**src/rtl/pcicfg_pkg.sv**
```systemverilog
package pcicfg_pkg;
  localparam int CFG_BYTE_W = 8;
  localparam int CFG_OFS_W  = 8;
  typedef logic [CFG_BYTE_W-1:0] cfg_byte_t;

  // byte offsets whose placement host software depends on
  localparam cfg_byte_t OFS_VID     = 8'h00;
  localparam cfg_byte_t OFS_DID     = 8'h02;
  localparam cfg_byte_t OFS_CMD     = 8'h04;
  localparam cfg_byte_t OFS_CMD_HI  = 8'h05;
  localparam cfg_byte_t OFS_STAT_HI = 8'h07;
  localparam cfg_byte_t OFS_CLASS   = 8'h0B;
  localparam cfg_byte_t OFS_SCR     = 8'h0C;
  localparam cfg_byte_t OFS_IOBAR   = 8'h10;
  localparam cfg_byte_t OFS_SUBSYS  = 8'h2C;
  localparam cfg_byte_t OFS_ROMBAR  = 8'h30;
  localparam cfg_byte_t OFS_INTLINE = 8'h3C;
  localparam cfg_byte_t OFS_INTPIN  = 8'h3D;

  localparam cfg_byte_t STATUS_HI_VAL = 8'h02; // medium select timing
  localparam cfg_byte_t CLASS_NET     = 8'h02;
  localparam cfg_byte_t INTPIN_A      = 8'h01;
  localparam cfg_byte_t ROM_FIXED_ONES = 8'h18;
  localparam logic [1:0] CMD_RESET    = 2'b01;

  // mask for ROM base byte 1: clears address bits below the ROM size
  function automatic cfg_byte_t rom_size_mask(input int size_log2);
    int pages;
    pages = 1 << (size_log2 - 8);
    return cfg_byte_t'((256 - pages) & 255);
  endfunction
endpackage

```
**src/rtl/pcicfg_io_bar.sv**
```systemverilog
module pcicfg_io_bar
  import pcicfg_pkg::*;
#(
  parameter int          IO_BASE_W   = 16,
  parameter logic [31:0] RESET_VALUE = 32'h0000_0341
) (
  input  logic                 clk,
  input  logic                 rst_n,
  input  logic                 wr_en,
  input  logic [1:0]           lane,
  input  cfg_byte_t            wr_data,
  output cfg_byte_t            rd_data,
  output logic [IO_BASE_W-1:0] io_base
);
  localparam int LANES = 4;
  localparam logic [IO_BASE_W-1:0] ALIGN = ~IO_BASE_W'(31);

  logic [31:0] bar_q;

  for (genvar b = 0; b < LANES; b++) begin : g_lane
    cfg_byte_t next_byte;
    if (b == 0) begin : g_low
      assign next_byte = (wr_data & 8'hFC) | 8'h01;
    end else begin : g_up
      assign next_byte = wr_data;
    end
    always_ff @(posedge clk or negedge rst_n) begin
      if (!rst_n)
        bar_q[b*8 +: 8] <= RESET_VALUE[b*8 +: 8];
      else if (wr_en && lane == 2'(b))
        bar_q[b*8 +: 8] <= next_byte;
    end
  end

  always_comb begin
    if (lane == 2'd0)
      rd_data = (bar_q[7:0] & 8'hE0) | 8'h01;
    else
      rd_data = bar_q[{lane, 3'b000} +: 8];
  end

  assign io_base = bar_q[IO_BASE_W-1:0] & ALIGN;
endmodule

```
**src/rtl/pcicfg_rom_bar.sv**
```systemverilog
module pcicfg_rom_bar
  import pcicfg_pkg::*;
#(
  parameter bit          PRESENT    = 1'b1,
  parameter int          SIZE_LOG2  = 13,
  parameter logic [31:0] RESET_BASE = 32'h000F_8000
) (
  input  logic        clk,
  input  logic        rst_n,
  input  logic        wr_en,
  input  logic [1:0]  lane,
  input  cfg_byte_t   wr_data,
  output cfg_byte_t   rd_data,
  output logic        rom_enable,
  output logic [31:0] rom_base
);
  localparam int        LANES     = 4;
  localparam cfg_byte_t SIZE_MASK = rom_size_mask(SIZE_LOG2);
  localparam logic [31:0] RESET_VALUE = PRESENT ?
      {RESET_BASE[31:16], RESET_BASE[15:8] & SIZE_MASK, 8'h01} : 32'h0;

  logic [31:0] rom_q;

  for (genvar b = 0; b < LANES; b++) begin : g_lane
    cfg_byte_t next_byte;
    if (b == 0) begin : g_en
      assign next_byte = wr_data & 8'h01;
    end else if (b == 1) begin : g_sz
      assign next_byte = wr_data & SIZE_MASK;
    end else begin : g_hi
      assign next_byte = wr_data;
    end
    always_ff @(posedge clk or negedge rst_n) begin
      if (!rst_n)
        rom_q[b*8 +: 8] <= RESET_VALUE[b*8 +: 8];
      else if (wr_en && lane == 2'(b))
        rom_q[b*8 +: 8] <= next_byte;
    end
  end

  always_comb begin
    case (lane)
      2'd0:    rd_data = {7'b0, rom_q[0]};
      2'd1:    rd_data = (rom_q[15:8] & SIZE_MASK) | ROM_FIXED_ONES;
      default: rd_data = rom_q[{lane, 3'b000} +: 8];
    endcase
  end

  assign rom_enable = PRESENT && rom_q[0];
  assign rom_base   = {rom_q[31:8], 8'h00};
endmodule

```
**src/rtl/pcicfg_scratch.sv**
```systemverilog
module pcicfg_scratch
  import pcicfg_pkg::*;
#(
  parameter int NUM_BYTES = 4
) (
  input  logic                         clk,
  input  logic                         rst_n,
  input  logic                         wr_en,
  input  logic [$clog2(NUM_BYTES)-1:0] sel,
  input  cfg_byte_t                    wr_data,
  output cfg_byte_t                    rd_data
);
  localparam int SEL_W = $clog2(NUM_BYTES);

  cfg_byte_t mem_q [NUM_BYTES];

  for (genvar i = 0; i < NUM_BYTES; i++) begin : g_byte
    always_ff @(posedge clk or negedge rst_n) begin
      if (!rst_n)
        mem_q[i] <= '0;
      else if (wr_en && sel == SEL_W'(i))
        mem_q[i] <= wr_data;
    end
  end

  assign rd_data = mem_q[sel];
endmodule

```
**src/rtl/pcicfg_responder.sv**
```systemverilog
module pcicfg_responder
  import pcicfg_pkg::*;
#(
  parameter logic [15:0] VENDOR_ID     = 16'h10EC,
  parameter logic [15:0] DEVICE_ID     = 16'h8029,
  parameter logic [7:0]  IRQ_LINE      = 8'd10,
  parameter int          IO_BASE_W     = 16,
  parameter logic [31:0] IO_BASE_RESET = 32'h0000_0340,
  parameter bit          ROM_PRESENT   = 1'b1,
  parameter int          ROM_SIZE_LOG2 = 13,
  parameter logic [31:0] ROM_BASE_RESET = 32'h000F_8000
) (
  input  logic                 clk,
  input  logic                 rst_n,
  input  logic                 req_valid,
  output logic                 req_ready,
  input  logic                 req_write,
  input  logic [7:0]           req_offset,
  input  logic [7:0]           req_wdata,
  output logic                 rsp_valid,
  input  logic                 rsp_ready,
  output logic [7:0]           rsp_data,
  output logic                 io_enable,
  output logic [IO_BASE_W-1:0] io_base,
  output logic                 rom_enable,
  output logic [31:0]          rom_base
);
  localparam int SCR_BYTES = 4;

  logic       acc, wr_acc, rd_acc;
  logic [5:0] dword;
  logic [1:0] lane;
  logic       hit_scr, hit_iobar, hit_rom;
  logic [1:0] cmd_q;
  cfg_byte_t  scr_rd, iobar_rd, rom_rd, rd_mux;

  assign req_ready = !rsp_valid || rsp_ready;
  assign acc       = req_valid && req_ready;
  assign wr_acc    = acc && req_write;
  assign rd_acc    = acc && !req_write;
  assign dword     = req_offset[7:2];
  assign lane      = req_offset[1:0];
  assign hit_scr   = dword == OFS_SCR[7:2];
  assign hit_iobar = dword == OFS_IOBAR[7:2];
  assign hit_rom   = dword == OFS_ROMBAR[7:2];

  // command register: only I/O and memory enable bits are writable
  always_ff @(posedge clk or negedge rst_n) begin
    if (!rst_n)
      cmd_q <= CMD_RESET;
    else if (wr_acc && req_offset == OFS_CMD)
      cmd_q <= req_wdata[1:0];
  end
  assign io_enable = cmd_q[0];

  pcicfg_scratch #(.NUM_BYTES(SCR_BYTES)) u_scratch (
    .clk(clk), .rst_n(rst_n), .wr_en(wr_acc && hit_scr), .sel(lane),
    .wr_data(req_wdata), .rd_data(scr_rd)
  );

  pcicfg_io_bar #(
    .IO_BASE_W(IO_BASE_W), .RESET_VALUE(IO_BASE_RESET | 32'h1)
  ) u_io_bar (
    .clk(clk), .rst_n(rst_n), .wr_en(wr_acc && hit_iobar), .lane(lane),
    .wr_data(req_wdata), .rd_data(iobar_rd), .io_base(io_base)
  );

  pcicfg_rom_bar #(
    .PRESENT(ROM_PRESENT), .SIZE_LOG2(ROM_SIZE_LOG2), .RESET_BASE(ROM_BASE_RESET)
  ) u_rom_bar (
    .clk(clk), .rst_n(rst_n), .wr_en(wr_acc && hit_rom), .lane(lane),
    .wr_data(req_wdata), .rd_data(rom_rd), .rom_enable(rom_enable),
    .rom_base(rom_base)
  );

  always_comb begin
    rd_mux = '0;
    if (hit_scr)        rd_mux = scr_rd;
    else if (hit_iobar) rd_mux = iobar_rd;
    else if (hit_rom)   rd_mux = rom_rd;
    else begin
      case (req_offset)
        OFS_VID:                 rd_mux = VENDOR_ID[7:0];
        OFS_VID | 8'h01:         rd_mux = VENDOR_ID[15:8];
        OFS_DID:                 rd_mux = DEVICE_ID[7:0];
        OFS_DID | 8'h01:         rd_mux = DEVICE_ID[15:8];
        OFS_CMD:                 rd_mux = {6'b0, cmd_q};
        OFS_STAT_HI:             rd_mux = STATUS_HI_VAL;
        OFS_CLASS:               rd_mux = CLASS_NET;
        OFS_SUBSYS:              rd_mux = VENDOR_ID[7:0];
        OFS_SUBSYS | 8'h01:      rd_mux = VENDOR_ID[15:8];
        OFS_SUBSYS | 8'h02:      rd_mux = DEVICE_ID[7:0];
        OFS_SUBSYS | 8'h03:      rd_mux = DEVICE_ID[15:8];
        OFS_INTLINE:             rd_mux = IRQ_LINE;
        OFS_INTPIN:              rd_mux = INTPIN_A;
        default:                 rd_mux = '0;
      endcase
    end
  end

  always_ff @(posedge clk or negedge rst_n) begin
    if (!rst_n) begin
      rsp_valid <= 1'b0;
      rsp_data  <= '0;
    end else if (rd_acc) begin
      rsp_valid <= 1'b1;
      rsp_data  <= rd_mux;
    end else if (rsp_ready) begin
      rsp_valid <= 1'b0;
    end
  end
endmodule

```
**config.mk**
```make
export PLATFORM = sky130hd
export DESIGN_NAME = pcicfg_responder
export DESIGN_NICKNAME = d
export VERILOG_FILES = /design/src/rtl/pcicfg_pkg.sv /design/src/rtl/pcicfg_io_bar.sv /design/src/rtl/pcicfg_rom_bar.sv /design/src/rtl/pcicfg_scratch.sv /design/src/rtl/pcicfg_responder.sv
export SDC_FILE = /design/constraint.sdc
export NUM_CORES = 1
export LEC_CHECK = 0
export BUFFER_PORTS_ARGS = -buffer_cell sky130_fd_sc_hd__buf_2
export CAP_MARGIN = 20
export CORE_ASPECT_RATIO = 0.9
export CORE_MARGIN = 10
export CORE_UTILIZATION = 51
export DETAILED_ROUTE_END_ITERATION = 8
export MAX_ROUTING_LAYER = met4
export PLACE_DENSITY = 0.76
export SLEW_MARGIN = 10
export SYNTH_ARGS = -nofsm -noshare
export SYNTH_HDL_FRONTEND = slang
export SYNTH_HIERARCHICAL = 1
export SYNTH_SLANG_ARGS = --single-unit
```
**constraint.sdc**
```tcl
create_clock -name clk -period 2.2 [get_ports clk]
set_clock_uncertainty 0.05 [all_clocks]
set_input_delay 0.22 -clock clk [delete_from_list [all_inputs] [get_ports clk]]
set_output_delay 0.22 -clock clk [all_outputs]
set_load 0.03 [all_outputs]
```
==> impl_metrics.json, run 1 <==
{
  "run_status": "completed",
  "whs_ns": 0.174,
  "syn_inst": 352,
  "pre_cts_slack_ns": 0.0796,
  "power_mw": 3.40,
  "grt_usage_pct": 16.5,
  "worstSetupStartpointType": "flop",
  "ant_nets": 0,
  "cellPowerDensity_mw_per_mm2": 641,
  "synth_edf_count": 0,
  "grt_max_degree": 64,
  "nNetsFinal": 436,
  "finalMaxSlewViolations": 0,
  "cts_setup_buffers": 0,
  "finalSetupViolations": 0,
  "regArea_sq_mm": 0.00226,
  "min_period_ns": 2.04,
  "tns_ns": 0,
  "fp.dieH_um": 111,
  "period_share_pct": 92.5,
  "first_iter_violations": 258,
  "routedWlPerCell_um": 20.2,
  "layout-drive-gt1-share_pct": 52.4,
  "syn-cell-area_sq_mm": 0.00473,
  "arrival_ns": 2.22,
  "fillers": 727,
  "synth.area.mux_share_pct": 28.9,
  "placed_area_sq_mm": 0.00508,
  "first_global_vias": 3119,
  "synthSimpleGateAreaFrac_pct": 9.29,
  "ir_drop_mv": 0.270,
  "cts_tree": "yes",
  "overflow": 0,
  "ys_seq_elements": 90,
  "clk_root_buffer_cell": "clkbuf_8",
  "syn_avg_cell_area_sq_um": 13.4,
  "vias": 3093,
  "yosys.area_share.adder_pct": 0,
  "postSynth.asyncResetShare_pct": 100,
  "synth-compound-area-share_pct": 6.38,
  "cts_max_level": 3,
  "vias_per_cell": 5.71,
  "stdcell_count": 542,
  "min_path_type": "input port to flop",
  "insertion_delay_ns": 0.36,
  "hpwl_um": 7950,
  "yosysWarnings": 6,
  "place.gp.congestion": 0.905,
  "pin_count": 81,
  "cap_violations": 0,
  "ys_seq_area_share_pct": 47.9,
  "cpMaxStageDelayCell": "mux2_2",
  "place_inst": 525,
  "required_ns": 2.39,
  "synthXorXnorAreaFrac_pct": 0,
  "die-area_sq_mm": 0.0135,
  "numCtsBuffers": 9,
  "grt_pass1_wl_um": 17400,
  "synth_cell_type_count": 56,
  "fmax_mhz": 491,
  "multi_input_comb_area_sq_mm": 0.00218,
  "rsz0062_at_grt": "no",
  "cts.path.max_buffers": 2,
  "p_leak_nw": 2.72,
  "numPortBuffers": 62,
  "path_clk_slew_ns": 0.09,
  "start_util_pct": 52.1,
  "layout_setup_ws_ns": 0.165,
  "path_cells": "nand2b_1 -> nand3_1 -> nor3_1 -> buf_4 -> nand3b_1 -> mux2_2",
  "fp.dieW_um": 121,
  "placeableCoreArea_sq_mm": 0.00908,
  "fin_util_pct": 58.4,
  "synth-main-ff-cell": "dfrtp_1",
  "cpPeakStageDelay_ns": 0.43,
  "cp-end-kind": "flop",
  "drt_pass1_iterations": 5,
  "antenna_found_initial": 0,
  "finalWirelength_um": 11000,
  "fin_area_sq_mm": 0.00531,
  "setup.worst_path.class": "flop to flop",
  "rows": 33,
  "crit_fanout": 8,
  "clock_sinks": 90,
  "syn_to_final_growth_pct": 12.3,
  "finalHoldViolations": 0,
  "synth_top_family_by_area": "multiplexers",
  "antenna_cells": 0,
  "drc": 0
}
worst paths after layout:
| check | start | to | slack (ns) | cells past startpoint |
|---|---|---|---|---|
| max | rsp_valid | u_io_bar/bar_q[17] | 0.16 | 6 |
| max reg2reg | rsp_valid | u_io_bar/bar_q[17] | 0.16 | 6 |
| max in group asynchronous | rst_n | cmd_q[0] | 1.13 | 3 |
| min | req_valid | rsp_data[0] | 0.17 | 3 |
| min in group asynchronous | rst_n | u_io_bar/io_base[10] | 0.27 | 2 |
| min reg2reg | rsp_data[6] | rsp_data[6] | 0.45 | 2 |
cell usage after synthesis, types with 3 or more instances:
library cell / n / area share, %
mux2_2: 89 / 21
dfrtp_1: 80 / 42
buf_4: 31 / 4.9
dfstp_2: 10 / 5.6
a22o_1: 8 / 1.5
mux4_2: 8 / 3.8
nand2_1: 8 / 0.64
nor2_1: 8 / 0.64
mux2i_1: 7 / 1.5
nor3_1: 7 / 0.74
buf_6: 6 / 1.4
inv_1: 6 / 0.48
nand3_1: 5 / 0.53
a21oi_1: 4 / 0.42
buf_2: 4 / 0.42
nor2b_1: 4 / 0.53
o21ai_1: 4 / 0.42
a211oi_1: 3 / 0.48
a221oi_1: 3 / 0.56
a31oi_1: 3 / 0.40
and3_1: 3 / 0.40
mux2_1: 3 / 0.71
mux4_1: 3 / 1.7
nand3b_2: 3 / 0.71
nor3b_1: 3 / 0.48
where the power goes:
group          internal [mW]  total (mW)  switching, mW
logic                  0.133       0.402          0.269
registers               1.70        1.73         0.0288
clock network          0.648        1.27          0.622
total                   2.48        3.40          0.920
layout make-up:
class                      instances  area share, %
clock buffer                       9           2.33
clock inverter                     7           1.86
inverter                           6          0.424
multi-input combinational        229           41.0
sequential                        90           42.7
tap                              122           2.88
timing repair buffer              79           8.81
critical path: cells and delay by family (launching register included):
family	cells	cell delay (ns)
and+or+nand+nor	4	0.89
buffers and inverters	1	0.17
muxes	1	0.43
DFF	1	0.38
state kept, by name (all words and copies together) (netlist names):
| signal | flops |
|---|---|
| u_io_bar/bar_q | 16 |
| cmd_q | 2 |
| u_rom_bar/rom_base | 19 |
| rsp_data | 8 |
| u_rom_bar/rom_enable | 1 |
| u_io_bar/io_base | 11 |
| rsp_valid | 1 |
| u_scratch/mem_q | 32 |
placed cells by master (no fill, tap or decap), types with 3 or more instances in the layout:
cell type,synthesis,layout
nor3b_1,3,3
a31oi_1,3,3
nor3_1,7,6
a21oi_1,4,4
and3_1,3,3
inv_1,6,6
nor2b_1,4,4
a211oi_1,3,3
nand2_1,8,8
dfrtp_1,80,80
dfstp_2,10,10
o21ai_1,4,4
mux2_1,3,3
mux4_1,3,3
nand3_1,5,5
buf_4,31,15
clkbuf_8,0,9
nand3b_2,3,3
a22o_1,8,8
mux2_2,89,89
nor2_1,8,8
buf_2,4,61
conb_1,2,18
a221oi_1,3,3
mux2i_1,7,7
mux4_2,8,8
per-layer routing:
| metal | track usage, % | routed length, um | vias up |
|---|---|---|---|
| met5 | - | 0 | - |
| met4 | 4.45 | 115 | 0 |
| met1 | 21.7 | 4800 | 1594 |
| met2 | 25.5 | 5310 | 98 |
| li1 | - | - | 1393 |
| met3 | 3.13 | 727 | 8 |
what timing repair did:
item	in CTS	in global routing
endpoints found under the hold margin	20	0
resized for setup	0	0
endpoints found under the setup margin	0	0
hold buffers	1	0
logic make-up (layout without fill, tap and decap cells):
group           count (synthesis)  in the layout
buf+inv                        49            101
mux                           110            110
simple gates                   62             62
compound gates                 39             39
other cells                     2             18
flops                          90             90
(Power assumes the default switching activity.)
==> run 2: changes to the inputs <==
--- a/config.mk
+++ b/config.mk
@@ -11,6 +11,7 @@
 export CORE_MARGIN = 10
 export CORE_UTILIZATION = 51
 export DETAILED_ROUTE_END_ITERATION = 8
+export GPL_TIMING_DRIVEN = 0
 export MAX_ROUTING_LAYER = met4
 export PLACE_DENSITY = 0.76
 export SLEW_MARGIN = 10
==> run 2 against run 1 <==
Compared with the run above:
- power fell by 4.9%
- worst setup slack got worse by 0.16 ns
- register-to-register slack got worse by 0.16 ns
- fmax fell by 7.3%
- core utilization is 2.2 points higher
- worst hold slack about the same
- critical path type unchanged
- sequential power hardly changed
- via count increased by 2.2%
- count of clock-buffer cells in the layout rose by 1
- combinational power up 9.0%
- final area grew 3.8%
- largest power group unchanged
==> impl_metrics.json, run 2 (synthesis results as in run 1) <==
{
  "layout_setup_ws_ns": 0.00395,
  "finalWirelength_um": 10800,
  "insertion_delay_ns": 0.36,
  "cts_max_level": 3,
  "cts_tree": "yes",
  "whs_ns": 0.174,
  "finalMaxSlewViolations": 0,
  "min_period_ns": 2.20,
  "fp.dieH_um": 111,
  "r2r-end": "u_io_bar/io_base[5]",
  "first_iter_violations": 181,
  "drt_pass1_iterations": 4,
  "hold_start": "req_valid",
  "hold_path_depth": 3,
  "slew_headroom_pct": 60.7,
  "largest_reg_flops": 32,
  "cpPeakStageDelay_ns": 0.44,
  "pin_count": 81,
  "fp.dieW_um": 121,
  "place.gp.congestion": 0.915,
  "worst_slew_pin_slew_ns": 0.589,
  "layout-drive-gt1-share_pct": 55.6,
  "cellPowerDensity_mw_per_mm2": 587,
  "grtUsageMet2_pct": 26.3,
  "required_ns": 2.40,
  "fmax_mhz": 455,
  "worstSetupStartpointType": "flop",
  "cp-end-kind": "flop",
  "cp.depth": 6,
  "placeableCoreArea_sq_mm": 0.00908,
  "met3_usage_pct": 4.90,
  "overflow": 0,
  "run_status": "completed",
  "rows": 33,
  "r2r_start": "rsp_valid",
  "grtUsageMet1_pct": 20.4,
  "cts.path.max_buffers": 2,
  "p_leak_nw": 2.86,
  "syn_to_final_growth_pct": 16.5,
  "antenna_found_initial": 0,
  "largest_register": "u_scratch/mem_q",
  "ir_drop_mv": 0.417,
  "fillers": 754,
  "first_global_vias": 3300,
  "ant_nets": 0,
  "crit_family": "simple AND/OR/NAND/NOR gates",
  "period_share_pct": 99.8,
  "finalSetupViolations": 0,
  "start_util_pct": 52.1,
  "cpMaxStageDelayCell": "nor3_2",
  "grt_pass1_wl_um": 17500,
  "die-area_sq_mm": 0.0135,
  "drc": 0,
  "clk_root_buffer_cell": "clkbuf_8",
  "clock_sinks": 90,
  "path_buf_inv": 1,
  "final_cell_mix": "mux2_2 (89), dfrtp_1 (80), buf_2 (65), buf_4 (33), conb_1 (18)",
  "hpwl_um": 7940,
  "rsz0062_at_grt": "yes",
  "antenna_cells": 0,
  "grt_usage_pct": 16.7,
  "busiest_layer": "met2",
  "finalHoldViolations": 0,
  "routedWlPerCell_um": 18.9,
  "numCtsBuffers": 9,
  "arrival_ns": 2.40,
  "nNetsFinal": 466,
  "min_path_type": "input port to flop",
  "final_common_cell": "mux2_2",
  "crit_fanout": 6,
  "cap_violations": 0,
  "pre_cts_slack_ns": -0.331,
  "vias_per_cell": 5.53,
  "setup.worst_path.class": "flop to flop",
  "vias": 3161,
  "r2r_slack_ns": 0.004,
  "hold_end": "rsp_data[0]",
  "path_cells": "nand2b_1 -> clkbuf_2 -> nand3_1 -> nor3_2 -> nor3b_2 -> mux2_2",
  "path_clk_slew_ns": 0.09,
  "grt_max_degree": 47,
  "reg2regPathDepth": 6,
  "numPortBuffers": 62
}
-- run 2: area by class of cell --
| cell class | instances | area [sq um] | area share (%) |
|---|---|---|---|
| clock inverter | 6 | 50.0 | 0.908 |
| clock buffer | 10 | 138 | 2.50 |
| inverter | 6 | 22.5 | 0.409 |
| tap | 122 | 153 | 2.77 |
| sequential | 90 | 2260 | 41.1 |
| multi-input combinational | 229 | 2180 | 39.6 |
| buffer | 43 | 329 | 5.97 |
| timing repair buffer | 66 | 370 | 6.72 |
-- run 2: worst max-delay path by stage --
| stage | start | endpoint | slack (ns) |
|---|---|---|---|
| floorplan | rsp_valid | u_io_bar/bar_q[16] | -0.03 |
| global placement | req_offset[7] | u_scratch/mem_q[31] | -0.28 |
| detailed placement | req_offset[7] | u_scratch/mem_q[31] | -0.33 |
| CTS | rsp_valid | u_io_bar/io_base[5] | 0.01 |
| global route | rsp_valid | u_io_bar/io_base[5] | -0.05 |
| finish | rsp_valid | u_io_bar/io_base[5] | 0.004 |
-- run 2: repair_timing --
| action | 4_1_cts | 5_1_grt |
|---|---|---|
| resized for setup | 1 | 0 |
| hold buffers | 1 | 0 |
| pin swaps | 1 | 0 |
| setup endpoints to repair | 35 | 19 |
| setup buffers | 2 | 0 |
| hold endpoints to repair | 45 | 0 |
-- run 2: routing by layer --
metal / wire length [um] / vias up
met4: 143 / 0
met3: 668 / 8
li1: - / 1458
met2: 5310 / 76
met5: 0 / -
met1: 4670 / 1619
-- run 2: stage by stage --
stage / power, mW / cell area [sq um] / setup TNS [ns] / instances / utilization, %
after global routing: 3.38 / 5510 / -0.398 / 572 / 60.7
after detailed placement: 2.20 / 5280 / -8.58 / 553 / 58.1
after floorplan: 2.04 / 4790 / -0.437 / 368 / -
after global placement: 2.18 / 5260 / -5.59 / 552 / 57.9
final: 3.24 / 5510 / 0 / 572 / 60.7
after CTS: 3.27 / 5510 / 0 / 572 / 60.7
-- run 2: worst register-to-register path, stage by stage (launching register included) --
cell and delay (ns):
dfrtp_1 0.38, nand2b_1 0.07, clkbuf_2 0.15, nand3_1 0.25, nor3_2 0.44, nor3b_2 0.38
mux2_2 0.38
-- run 2: report_power, final --
part	switching [mW]	internal [mW]	leakage [nW]
clock	0.615	0.455	0.0948
sequential	0.0257	1.70	1.21
combinational	0.278	0.160	1.55
